### src/rtl/spis_pkg.sv
package spis_pkg;

    typedef enum logic [1:0] {
        SH_IDLE,
        SH_WAIT,
        SH_SHIFT
    } sh_state_t;

    typedef enum logic {
        CLR_IDLE,
        CLR_ARMED
    } clr_state_t;

    localparam logic [1:0] ADDR_CTRL = 2'd0;
    localparam logic [1:0] ADDR_STAT = 2'd1;
    localparam logic [1:0] ADDR_DATA = 2'd2;

    localparam int CTL_EN   = 0;
    localparam int CTL_IE   = 1;
    localparam int CTL_CPHA = 2;
    localparam int CTL_CPOL = 3;

    localparam int ST_DONE = 7;
    localparam int ST_WCOL = 6;
    localparam int ST_OVR  = 5;

endpackage

### src/rtl/spis_sync.sv
module spis_sync #(
    parameter int           W       = 3,
    parameter int           STAGES  = 2,
    parameter logic [W-1:0] RST_VAL = '0
) (
    input  logic         clk,
    input  logic         rst_n,
    input  logic [W-1:0] d,
    output logic [W-1:0] q
);

    logic [W-1:0] stg_q [STAGES];

    always_ff @(posedge clk or negedge rst_n) begin
        if (!rst_n) begin
            for (int i = 0; i < STAGES; i++) stg_q[i] <= RST_VAL;
        end else begin
            stg_q[0] <= d;
            for (int i = 1; i < STAGES; i++) stg_q[i] <= stg_q[i-1];
        end
    end

    assign q = stg_q[STAGES-1];

endmodule

### src/rtl/spis_shifter.sv
module spis_shifter
    import spis_pkg::*;
#(
    parameter int DW = 8
) (
    input  logic          clk,
    input  logic          rst_n,
    input  logic          en,
    input  logic          cpol,
    input  logic          cpha,
    input  logic          sck_s,
    input  logic          ss_s,
    input  logic          mosi_s,
    input  logic          load,
    input  logic [DW-1:0] load_data,
    output logic          miso,
    output logic          done,
    output logic [DW-1:0] rx_word,
    output logic          busy
);

    localparam int CW = $clog2(DW);

    sh_state_t     state_q, state_d;
    logic          sck_d;
    logic [DW-1:0] txsr_q;
    logic [DW-2:0] rxsr_q;
    logic [CW-1:0] cnt_q;
    logic          obit_q;

    logic rise, fall, lead, trail, smp_edge, sft_edge, active, smp_ok, last;

    assign rise     = sck_s & ~sck_d;
    assign fall     = ~sck_s & sck_d;
    assign lead     = cpol ? fall : rise;
    assign trail    = cpol ? rise : fall;
    assign smp_edge = cpha ? trail : lead;
    assign sft_edge = cpha ? lead : trail;
    assign active   = en && !ss_s && (state_q != SH_IDLE);
    assign smp_ok   = active && smp_edge &&
                      ((state_q == SH_SHIFT) || ((state_q == SH_WAIT) && lead));
    assign last     = (cnt_q == CW'(DW - 1));
    assign done     = smp_ok && last;
    assign rx_word  = {rxsr_q, mosi_s};
    assign miso     = cpha ? obit_q : txsr_q[DW-1];
    assign busy     = cpha ? (state_q == SH_SHIFT) : (state_q != SH_IDLE);

    // state register
    always_ff @(posedge clk or negedge rst_n) begin
        if (!rst_n) state_q <= SH_IDLE;
        else        state_q <= state_d;
    end

    // next state
    always_comb begin
        state_d = state_q;
        if (!en || ss_s) begin
            state_d = SH_IDLE;
        end else begin
            unique case (state_q)
                SH_IDLE:  state_d = SH_WAIT;
                SH_WAIT:  if (lead) state_d = SH_SHIFT;
                SH_SHIFT: if (smp_ok && last) state_d = SH_WAIT;
                default:  state_d = SH_IDLE;
            endcase
        end
    end

    // datapath
    always_ff @(posedge clk or negedge rst_n) begin
        if (!rst_n) begin
            sck_d  <= 1'b0;
            txsr_q <= '0;
            rxsr_q <= '0;
            cnt_q  <= '0;
            obit_q <= 1'b0;
        end else begin
            sck_d <= sck_s;
            if (load) begin
                txsr_q <= load_data;
            end else if (active && sft_edge) begin
                obit_q <= txsr_q[DW-1];
                txsr_q <= {txsr_q[DW-2:0], 1'b0};
            end
            if (!active) begin
                cnt_q <= '0;
            end else if (smp_ok) begin
                rxsr_q <= rx_word[DW-2:0];
                cnt_q  <= last ? '0 : cnt_q + 1'b1;
            end
        end
    end

    assert_abort_clears_count_R10: assert property (@(posedge clk) disable iff (!rst_n)
        ss_s |=> (cnt_q == '0));

    assert_done_single_pulse_R4: assert property (@(posedge clk) disable iff (!rst_n)
        done |=> !done);

    assert_tx_msb_first_R3: assert property (@(posedge clk) disable iff (!rst_n)
        (active && sft_edge && !load) |=> (txsr_q[DW-1] == $past(txsr_q[DW-2])));

endmodule

### src/rtl/spis_regif.sv
module spis_regif
    import spis_pkg::*;
#(
    parameter int DW = 8
) (
    input  logic          clk,
    input  logic          rst_n,
    input  logic          bus_sel,
    input  logic          bus_wr,
    input  logic [1:0]    bus_addr,
    input  logic [DW-1:0] bus_wdata,
    output logic [DW-1:0] bus_rdata,
    input  logic          done,
    input  logic [DW-1:0] rx_word,
    input  logic          busy,
    output logic          en,
    output logic          cpol,
    output logic          cpha,
    output logic          load,
    output logic [DW-1:0] load_data,
    output logic          irq
);

    clr_state_t    clr_q, clr_d;
    logic [DW-1:0] ctrl_q;
    logic [DW-1:0] rxbuf_q;
    logic          flag_q, wcol_q, ovr_q;

    logic stat_rd, data_rd, data_wr, ctrl_wr, clear, blocked, ie;

    assign stat_rd   = bus_sel && !bus_wr && (bus_addr == ADDR_STAT);
    assign data_rd   = bus_sel && !bus_wr && (bus_addr == ADDR_DATA);
    assign data_wr   = bus_sel &&  bus_wr && (bus_addr == ADDR_DATA);
    assign ctrl_wr   = bus_sel &&  bus_wr && (bus_addr == ADDR_CTRL);
    assign clear     = (clr_q == CLR_ARMED) && data_rd;
    assign blocked   = flag_q && (clr_q == CLR_IDLE);
    assign load      = data_wr && !busy && !blocked;
    assign load_data = bus_wdata;

    assign en   = ctrl_q[CTL_EN];
    assign ie   = ctrl_q[CTL_IE];
    assign cpha = ctrl_q[CTL_CPHA];
    assign cpol = ctrl_q[CTL_CPOL];
    assign irq  = flag_q && ie && en;

    // clear sequencer state register
    always_ff @(posedge clk or negedge rst_n) begin
        if (!rst_n) clr_q <= CLR_IDLE;
        else        clr_q <= clr_d;
    end

    always_comb begin
        clr_d = clr_q;
        unique case (clr_q)
            CLR_IDLE:  if (stat_rd && (flag_q || wcol_q || ovr_q)) clr_d = CLR_ARMED;
            CLR_ARMED: if (data_rd || (done && !flag_q)) clr_d = CLR_IDLE;
            default:   clr_d = CLR_IDLE;
        endcase
    end

    // status, buffer and control
    always_ff @(posedge clk or negedge rst_n) begin
        if (!rst_n) begin
            ctrl_q  <= '0;
            rxbuf_q <= '0;
            flag_q  <= 1'b0;
            wcol_q  <= 1'b0;
            ovr_q   <= 1'b0;
        end else begin
            if (ctrl_wr) ctrl_q <= bus_wdata;

            if (done) begin
                if (flag_q && !clear) begin
                    ovr_q <= 1'b1;
                end else begin
                    flag_q  <= 1'b1;
                    rxbuf_q <= rx_word;
                    if (clear) ovr_q <= 1'b0;
                end
            end else if (clear) begin
                flag_q <= 1'b0;
                ovr_q  <= 1'b0;
            end

            if (data_wr && busy) wcol_q <= 1'b1;
            else if (clear)      wcol_q <= 1'b0;
        end
    end

    // read mux
    always_comb begin
        bus_rdata = '0;
        unique case (bus_addr)
            ADDR_CTRL: bus_rdata = ctrl_q;
            ADDR_STAT: begin
                bus_rdata[ST_DONE] = flag_q;
                bus_rdata[ST_WCOL] = wcol_q;
                bus_rdata[ST_OVR]  = ovr_q;
            end
            ADDR_DATA: bus_rdata = rxbuf_q;
            default:   bus_rdata = '0;
        endcase
    end

    assert_flag_clear_needs_reads_R6: assert property (@(posedge clk) disable iff (!rst_n)
        $fell(flag_q) |-> $past(data_rd && (clr_q == CLR_ARMED)));

    assert_overrun_keeps_buffer_R8: assert property (@(posedge clk) disable iff (!rst_n)
        (done && flag_q && !clear) |=> (ovr_q && $stable(rxbuf_q)));

    assert_busy_write_collides_R9: assert property (@(posedge clk) disable iff (!rst_n)
        (data_wr && busy) |=> wcol_q);

    assert_blocked_write_dropped_R7: assert property (@(posedge clk) disable iff (!rst_n)
        (data_wr && flag_q && (clr_q == CLR_IDLE)) |-> !load);

    assert_irq_needs_flag_R5: assert property (@(posedge clk) disable iff (!rst_n)
        irq |-> flag_q);

endmodule

### src/rtl/spi_slave_regs.sv
module spi_slave_regs
    import spis_pkg::*;
#(
    parameter int DW          = 8,
    parameter int SYNC_STAGES = 2
) (
    input  logic          clk,
    input  logic          rst_n,
    input  logic          bus_sel,
    input  logic          bus_wr,
    input  logic [1:0]    bus_addr,
    input  logic [DW-1:0] bus_wdata,
    output logic [DW-1:0] bus_rdata,
    output logic          irq,
    input  logic          spi_sck,
    input  logic          spi_ss_n,
    input  logic          spi_mosi,
    output logic          spi_miso
);

    logic [2:0]    pins_s;
    logic          en, cpol, cpha, load, done, busy;
    logic [DW-1:0] load_data, rx_word;

    spis_sync #(
        .W       (3),
        .STAGES  (SYNC_STAGES),
        .RST_VAL (3'b010)
    ) u_sync (
        .clk   (clk),
        .rst_n (rst_n),
        .d     ({spi_sck, spi_ss_n, spi_mosi}),
        .q     (pins_s)
    );

    spis_shifter #(.DW(DW)) u_shift (
        .clk       (clk),
        .rst_n     (rst_n),
        .en        (en),
        .cpol      (cpol),
        .cpha      (cpha),
        .sck_s     (pins_s[2]),
        .ss_s      (pins_s[1]),
        .mosi_s    (pins_s[0]),
        .load      (load),
        .load_data (load_data),
        .miso      (spi_miso),
        .done      (done),
        .rx_word   (rx_word),
        .busy      (busy)
    );

    spis_regif #(.DW(DW)) u_regs (
        .clk       (clk),
        .rst_n     (rst_n),
        .bus_sel   (bus_sel),
        .bus_wr    (bus_wr),
        .bus_addr  (bus_addr),
        .bus_wdata (bus_wdata),
        .bus_rdata (bus_rdata),
        .done      (done),
        .rx_word   (rx_word),
        .busy      (busy),
        .en        (en),
        .cpol      (cpol),
        .cpha      (cpha),
        .load      (load),
        .load_data (load_data),
        .irq       (irq)
    );

endmodule

### config.mk
export PLATFORM = sky130hd
export DESIGN_NAME = spi_slave_regs
export DESIGN_NICKNAME = d
export VERILOG_FILES = /design/src/rtl/spis_pkg.sv /design/src/rtl/spis_sync.sv /design/src/rtl/spis_shifter.sv /design/src/rtl/spis_regif.sv /design/src/rtl/spi_slave_regs.sv
export SDC_FILE = /design/constraint.sdc
export NUM_CORES = 1
export LEC_CHECK = 0
export BUFFER_PORTS_ARGS = -buffer_cell sky130_fd_sc_hd__buf_2
export CORE_MARGIN = 1
export CORE_UTILIZATION = 50
export DETAILED_ROUTE_END_ITERATION = 6
export PLACE_DENSITY = 0.83
export RECOVER_POWER = 50
export SYNTH_ARGS = -nofsm -noshare
export SYNTH_HDL_FRONTEND = slang
export SYNTH_HIERARCHICAL = 1
export SYNTH_SLANG_ARGS = --single-unit
### constraint.sdc
create_clock -name clk -period 2.1 [get_ports clk]
set_input_delay 0.21 -clock clk [delete_from_list [all_inputs] [get_ports clk]]
set_output_delay 0.21 -clock clk [all_outputs]
set_load 0.01 [all_outputs]
Yosys cells after proc, flatten, opt, wreduce, memory -nomap -nowiden
Cells that the tools add are included.
Storage, ports and cells
  register bits after elaboration: 48
  input port bits: 17
  word-level logic and storage cells: 104
Cells by class
  $add $sub $neg: 1
  equality and inequality tests: 9
  muxes and demuxes: 27
  bitwise gates (word level): 7
  reduce and logical (&&, ||, !) cells: 46
Operators with widths (number)
  $logic_and A1 B1 Y1: 23
  $mux W8: 2
  $mux W1: 15
  $pmux W5 S2: 1
  $reduce_and A2 Y1: 5
  $mux W3: 3
  $pmux W3 S3: 1
  $reduce_bool A2 Y1: 4
  $logic_not A1 Y1: 7
  $mux W2: 3
  $ne A3 B2 Y1 const B: 2
  $pmux W2 S3: 1
  $logic_or A1 B1 Y1: 5
  $not A1 Y1: 5
  $eq A2 B1 Y1 const B: 2
  $eq A2 B2 Y1 const B: 2
  $logic_not A2 Y1: 2
  $ne A2 B2 Y1 const B: 2
  $add A3 B1 Y3 const B: 1
  $eq A3 B3 Y1 const B: 1
  $and A1 B1 Y1: 2
  $pmux W1 S2: 1

Depth between registers and ports, before layout
  word-level depth: 11
  mapped depth: 9
  mapped depth without buffers: 7

Cells and area by module
Netlist, hierarchy kept.
By module, submodules not included
  spis_shifter: instances 1, cells each 108, area each 1186.1 um^2, sequential area each 550.5 um^2
  spis_regif: instances 1, cells each 89, area each 1106.1 um^2, sequential area each 500.5 um^2
  spis_sync: instances 1, cells each 9, area each 175.2 um^2, sequential area each 152.6 um^2

Least setup slack after synthesis
Ideal clock, no wire load.
  path kind: flip-flop to flip-flop
  start point: reg u_regs.ctrl_q[3]
  end point: reg u_regs.rxbuf_q[0]
  setup time: 125 ps
  arrival time: 2211 ps
  data required time: 1975 ps
  path slack: -237 ps
  cell stages (with the launch flop): 9
  path buffers: 1
  clock period less this slack: 2337 ps
  path through: dfrtp_1 or3b_1 a211oi_2 or2_2 and3_1 nor2b_1 a41o_1 buf_6 mux2_4
On the way
  longest elaborated chain between the ends: 6
  elaborated cells between the ends (all ways): 9
  those cells by class: mux: 3; reduce/logical: 6
Ends and longest elaborated chain
  start, declared: RTL line spis_regif.sv:25  | logic [DW-1:0] ctrl_q;
  start signal, assigned: RTL line spis_regif.sv:70  | if (ctrl_wr) ctrl_q <= bus_wdata;
  $mux W1, on equally long branches: RTL line spis_shifter.sv:35, spis_shifter.sv:36
  $mux W1 or $logic_and A1 B1 Y1 (tied branches): RTL line spis_shifter.sv:37, spis_shifter.sv:41
  $logic_and A1 B1 Y1 or $logic_or A1 B1 Y1 (tied branches): RTL line spis_shifter.sv:40, spis_shifter.sv:41
  $logic_and A1 B1 Y1 (*): RTL line spis_shifter.sv:40  | assign smp_ok = active && smp_edge &&
  $logic_and A1 B1 Y1 (*): RTL line spis_shifter.sv:43  | assign done = smp_ok && last;
  net done: RTL line spi_slave_regs.sv:22  | logic en, cpol, cpha, load, done, busy;
  $reduce_and A2 Y1 (no line) (*)
  end signal, assigned: RTL line spis_regif.sv:77  | rxbuf_q <= rx_word;
  end, declared: RTL line spis_regif.sv:26  | logic [DW-1:0] rxbuf_q;
Mark *: on every way through the listed nets, which the timed path passes. The rest lies on a longest branch.
A chain may end at the register's enable or synchronous reset.

Worst setup path after layout
  start point: reg u_sync.stg_q (netlist bit u_sync/q[2])
  end point: reg u_regs.rxbuf_q[3]
On the way
  longest elaborated chain between the ends: 8
  elaborated cells between the ends (all ways): 12
  those cells by class: mux: 3; bitwise: 3; reduce/logical: 6
Ends and longest elaborated chain
  start, declared: RTL line spis_sync.sv:12  | logic [W-1:0] stg_q [STAGES];
  $not A1 Y1: RTL line spis_shifter.sv:34  | assign fall = ~sck_s & sck_d;
  $and A1 B1 Y1: RTL line spis_shifter.sv:34
  $mux W1, on equally long branches: RTL line spis_shifter.sv:35, spis_shifter.sv:36
  $mux W1 or $logic_and A1 B1 Y1 (tied branches): RTL line spis_shifter.sv:37, spis_shifter.sv:41
  $logic_and A1 B1 Y1 or $logic_or A1 B1 Y1 (tied branches): RTL line spis_shifter.sv:40, spis_shifter.sv:41
  $logic_and A1 B1 Y1 (*): RTL line spis_shifter.sv:40
  $logic_and A1 B1 Y1 (*): RTL line spis_shifter.sv:43
  net done: RTL line spi_slave_regs.sv:22
  $reduce_and A2 Y1 (no line) (*)
Marked as above.

==> impl_metrics.yaml <==
status:
  status: "finished with violations"
  violations: "capacitance limit, slew limit, setup timing"
floorplanning:
  io_pins: 27
  die_x_um: 72.2
  start_util_pct: 52.2
  num_rows: 25
  dieArea_um2: 5220
  die_h_um: 72.2
  core_um2: 4720
clocking:
  ctsHtreeMaxLevel: 2
  clkLatencyLatePin_ns: 0.31
  clock_sinks: 48
  cts_made_buffers: 5
  cts-root-buf: "clkbuf_8"
  clk_pin_slew_ns: 0.09
  cts_tree: "done"
  cts_buffer_depth: 2
detailed_routing:
  drtIter0Drc: 75
  vias_per_cell: 5.41
  drt.antenna.violating_nets: 0
  wirelength_um: 5080
  wl_per_cell_um: 16.2
  firstDrtPassIters: 4
  drt_drc_violations_left: 0
  vias: 1700
synthesis:
  synth_top_area_share_pct: 46.7
  yosysMostFrequentCell: "dfrtp_1"
  ys_types: 46
  yosys_register_bits: 48
  synthArstFlopShare_pct: 100
  seq_area_frac_synth_pct: 48.8
  synthCells: 206
  synth.cell_area_um2: 2470
  synth-main-ff-cell: "dfrtp_1"
  synth_fp_nets: 225
  synthTopCellsByArea: "dfrtp_1, mux2_4, mux2_2, mux2i_1, buf_4"
  yosysWarnings: 6
  synth_common_cells: "dfrtp_1, mux2_4, buf_4"
  synth_edf_count: 0
  yosys.area.top_type: "dfrtp_1"
  avgSynthCellArea_um2: 12.0
power:
  peakVddDrop_mv: 0.596
  powerDensity_nw_per_um2: 777
  report.power.total_mw: 2.23
  leakage_nw: 1.37
placed_design:
  dp_hpwl_um: 3540
  dp.cells: 299
  gp_congestion: 0.780
  place_ws_ns: -0.120
  postPlaceCellArea_um2: 2720
  portBuffers: 26
critical_path:
  critPathCaptureType: "register"
  required_ns: 2.29
  slowest_stage: "dfrtp_1"
  critPathKind: "reg2reg"
  ff2ff_setup_slack_ns: -0.17
  crit_chain: "buf_6 > nand3b_1 > a211oi_4 > or2_4 > and3_4 > nor2b_1 > a41o_1 > buf_12 > mux2_4"
  critPathArrivalTime_ns: 2.46
  critPathLaunchType: "register"
  rr_worst_depth: 9
  critPathMaxStageDelay_ns: 0.42
  reg2reg_from: "u_sync/q[2]"
  worst-path-max-fanout: 8
  reg2reg_to: "u_regs/rxbuf_q[3]"
sta:
  relSlewSlack_pct: -4.30
  fin_crit_ns: 2.27
  rsz0062_at_grt: "true"
  post-route-period-util_pct: 108
  whs_ns: 0.141
  finClkSkew_ns: 0.0101
  worst_pin_slew_ns: 1.56
  worst_slack_ns: -0.174
  drv_slew: 30
  tns_ns: -1.26
  fmax_mhz: 440
  setup_viol: 8
  hold_violations: 0
global_routing:
  antenna_found_initial: 0
  grt_overflow: 0
  grt_pass1_vias: 1689
  grt_pass1_wl_um: 8290
  grt_start_max_net_pins: 30
  grt_usage_pct: 21.3
min_path:
  min_to: "u_regs/ctrl_q[5]"
  hp-start: "bus_wdata[5]"
  whs_path_depth: 2
  hp-class: "in2reg"
cells_and_area:
  fin_cells: 314
  synthToLayoutAreaGrowth_pct: 16.2
  n_antenna_cell: 0
  finish.utilization_pct: 60.7
  nets: 265
  design_area_um2: 2870
  drive_above_1_share_pct: 34.8
run:
  maxCapViolCount: 1
## kinds of logic (layout without fill, tap and decap cells)
| group | after synthesis | after routing | share of synthesized area, % |
|---|---|---|---|
| compound gates | 40 | 40 | 12.1 |
| xor+xnor | 2 | 2 | 0.710 |
| fa+ha+maj | 2 | 2 | 1.01 |
| buf+inv | 22 | 63 | 5.88 |
| flops | 48 | 48 | 48.8 |
| mux | 36 | 36 | 18.4 |
| simple gates | 56 | 56 | 13.1 |
## routing by layer
metal,routed length (µm),track usage (%)
met1,2250,30.2
met2,2490,32.9
met4,140,7.63
met3,195,4.17
met5,0,0
## how the worst max path moves through the flow
stage | end | slack (ns) | depth (start not counted) | startpoint
after floorplan | u_regs/rxbuf_q[0] | -0.18 | 9 | u_sync/q[2]
after global placement | u_regs/rxbuf_q[4] | -0.04 | 8 | u_sync/q[2]
after detailed placement | u_regs/rxbuf_q[4] | -0.12 | 8 | u_sync/q[2]
after CTS | u_regs/rxbuf_q[3] | -0.11 | 8 | u_shift/sck_d
after global routing | u_regs/rxbuf_q[3] | -0.24 | 9 | u_sync/q[2]
final | u_regs/rxbuf_q[3] | -0.17 | 9 | u_sync/q[2]
## placed cells by master (no fill, tap or decap), types with 2 or more instances in the layout
| cell type | netlist | routed |
|---|---|---|
| dfrtp_1 | 46 | 46 |
| and3_1 | 10 | 9 |
| dfstp_2 | 2 | 2 |
| clkbuf_1 | 4 | 3 |
| o21ai_0 | 8 | 8 |
| inv_1 | 2 | 2 |
| o31a_1 | 7 | 7 |
| mux2_4 | 16 | 10 |
| ha_1 | 2 | 2 |
| or3b_4 | 0 | 2 |
| nor2b_1 | 3 | 3 |
| dlygate4sd3_1 | 0 | 4 |
| a21boi_0 | 8 | 8 |
| mux2_2 | 10 | 10 |
| a21oi_1 | 3 | 3 |
| o211ai_1 | 2 | 2 |
| buf_4 | 12 | 19 |
| mux2_1 | 0 | 6 |
| nand2_1 | 10 | 10 |
| buf_2 | 1 | 24 |
| nand2b_1 | 10 | 10 |
| nand3b_1 | 4 | 4 |
| mux2i_1 | 10 | 10 |
| clkbuf_8 | 0 | 6 |
| nor2_1 | 10 | 10 |
## power by group
group	switching (mW)	leakage [nW]	total, mW	internal (mW)
Combinational	0.231	0.708	0.490	0.260
Clock	0.316	0.0516	0.585	0.270
Sequential	0.0903	0.614	1.15	1.06
Total	0.637	1.37	2.23	1.59
## cell type report
class	instances	area [µm²]
clock inverter	2	13.8
tap	67	83.8
clock buffer	6	82.6
sequential	48	1200
fill	371	1860
timing repair buffer	53	353
inverter	2	7.51
multi-input combinational	136	1120
## registers in the layout (all words and copies together), names as in the netlist
signal / flops
u_regs/ctrl_q: 8
u_regs/rxbuf_q: 8
u_shift/txsr_q: 8
u_shift/rxsr_q: 7
u_shift/cnt_q: 3
u_sync/q: 3
u_sync/stg_q: 3
u_shift/state_q: 2
u_regs/clr_q: 1
u_regs/flag_q: 1
u_regs/ovr_q: 1
u_regs/wcol_q: 1
u_shift/obit_q: 1
u_shift/sck_d: 1
## worst max-delay path: cells and delay by family, from the launching register on
kind / cells / cell delay (ns)
flip-flops: 1 / 0.42
AND/OR/NAND/NOR: 4 / 0.69
buffers and inverters: 2 / 0.29
multiplexers: 1 / 0.31
AO/OA/AOI/OAI: 2 / 0.45
## timing repair
| item | in CTS | in global routing |
|---|---|---|
| buffers inserted | 2 | 1 |
| endpoints found under the hold margin | 28 | 0 |
| setup endpoints to repair | 8 | 8 |
| hold buffers | 4 | 0 |
| gates resized for setup | 1 | 4 |
Power figures use the tool's default switching activity.
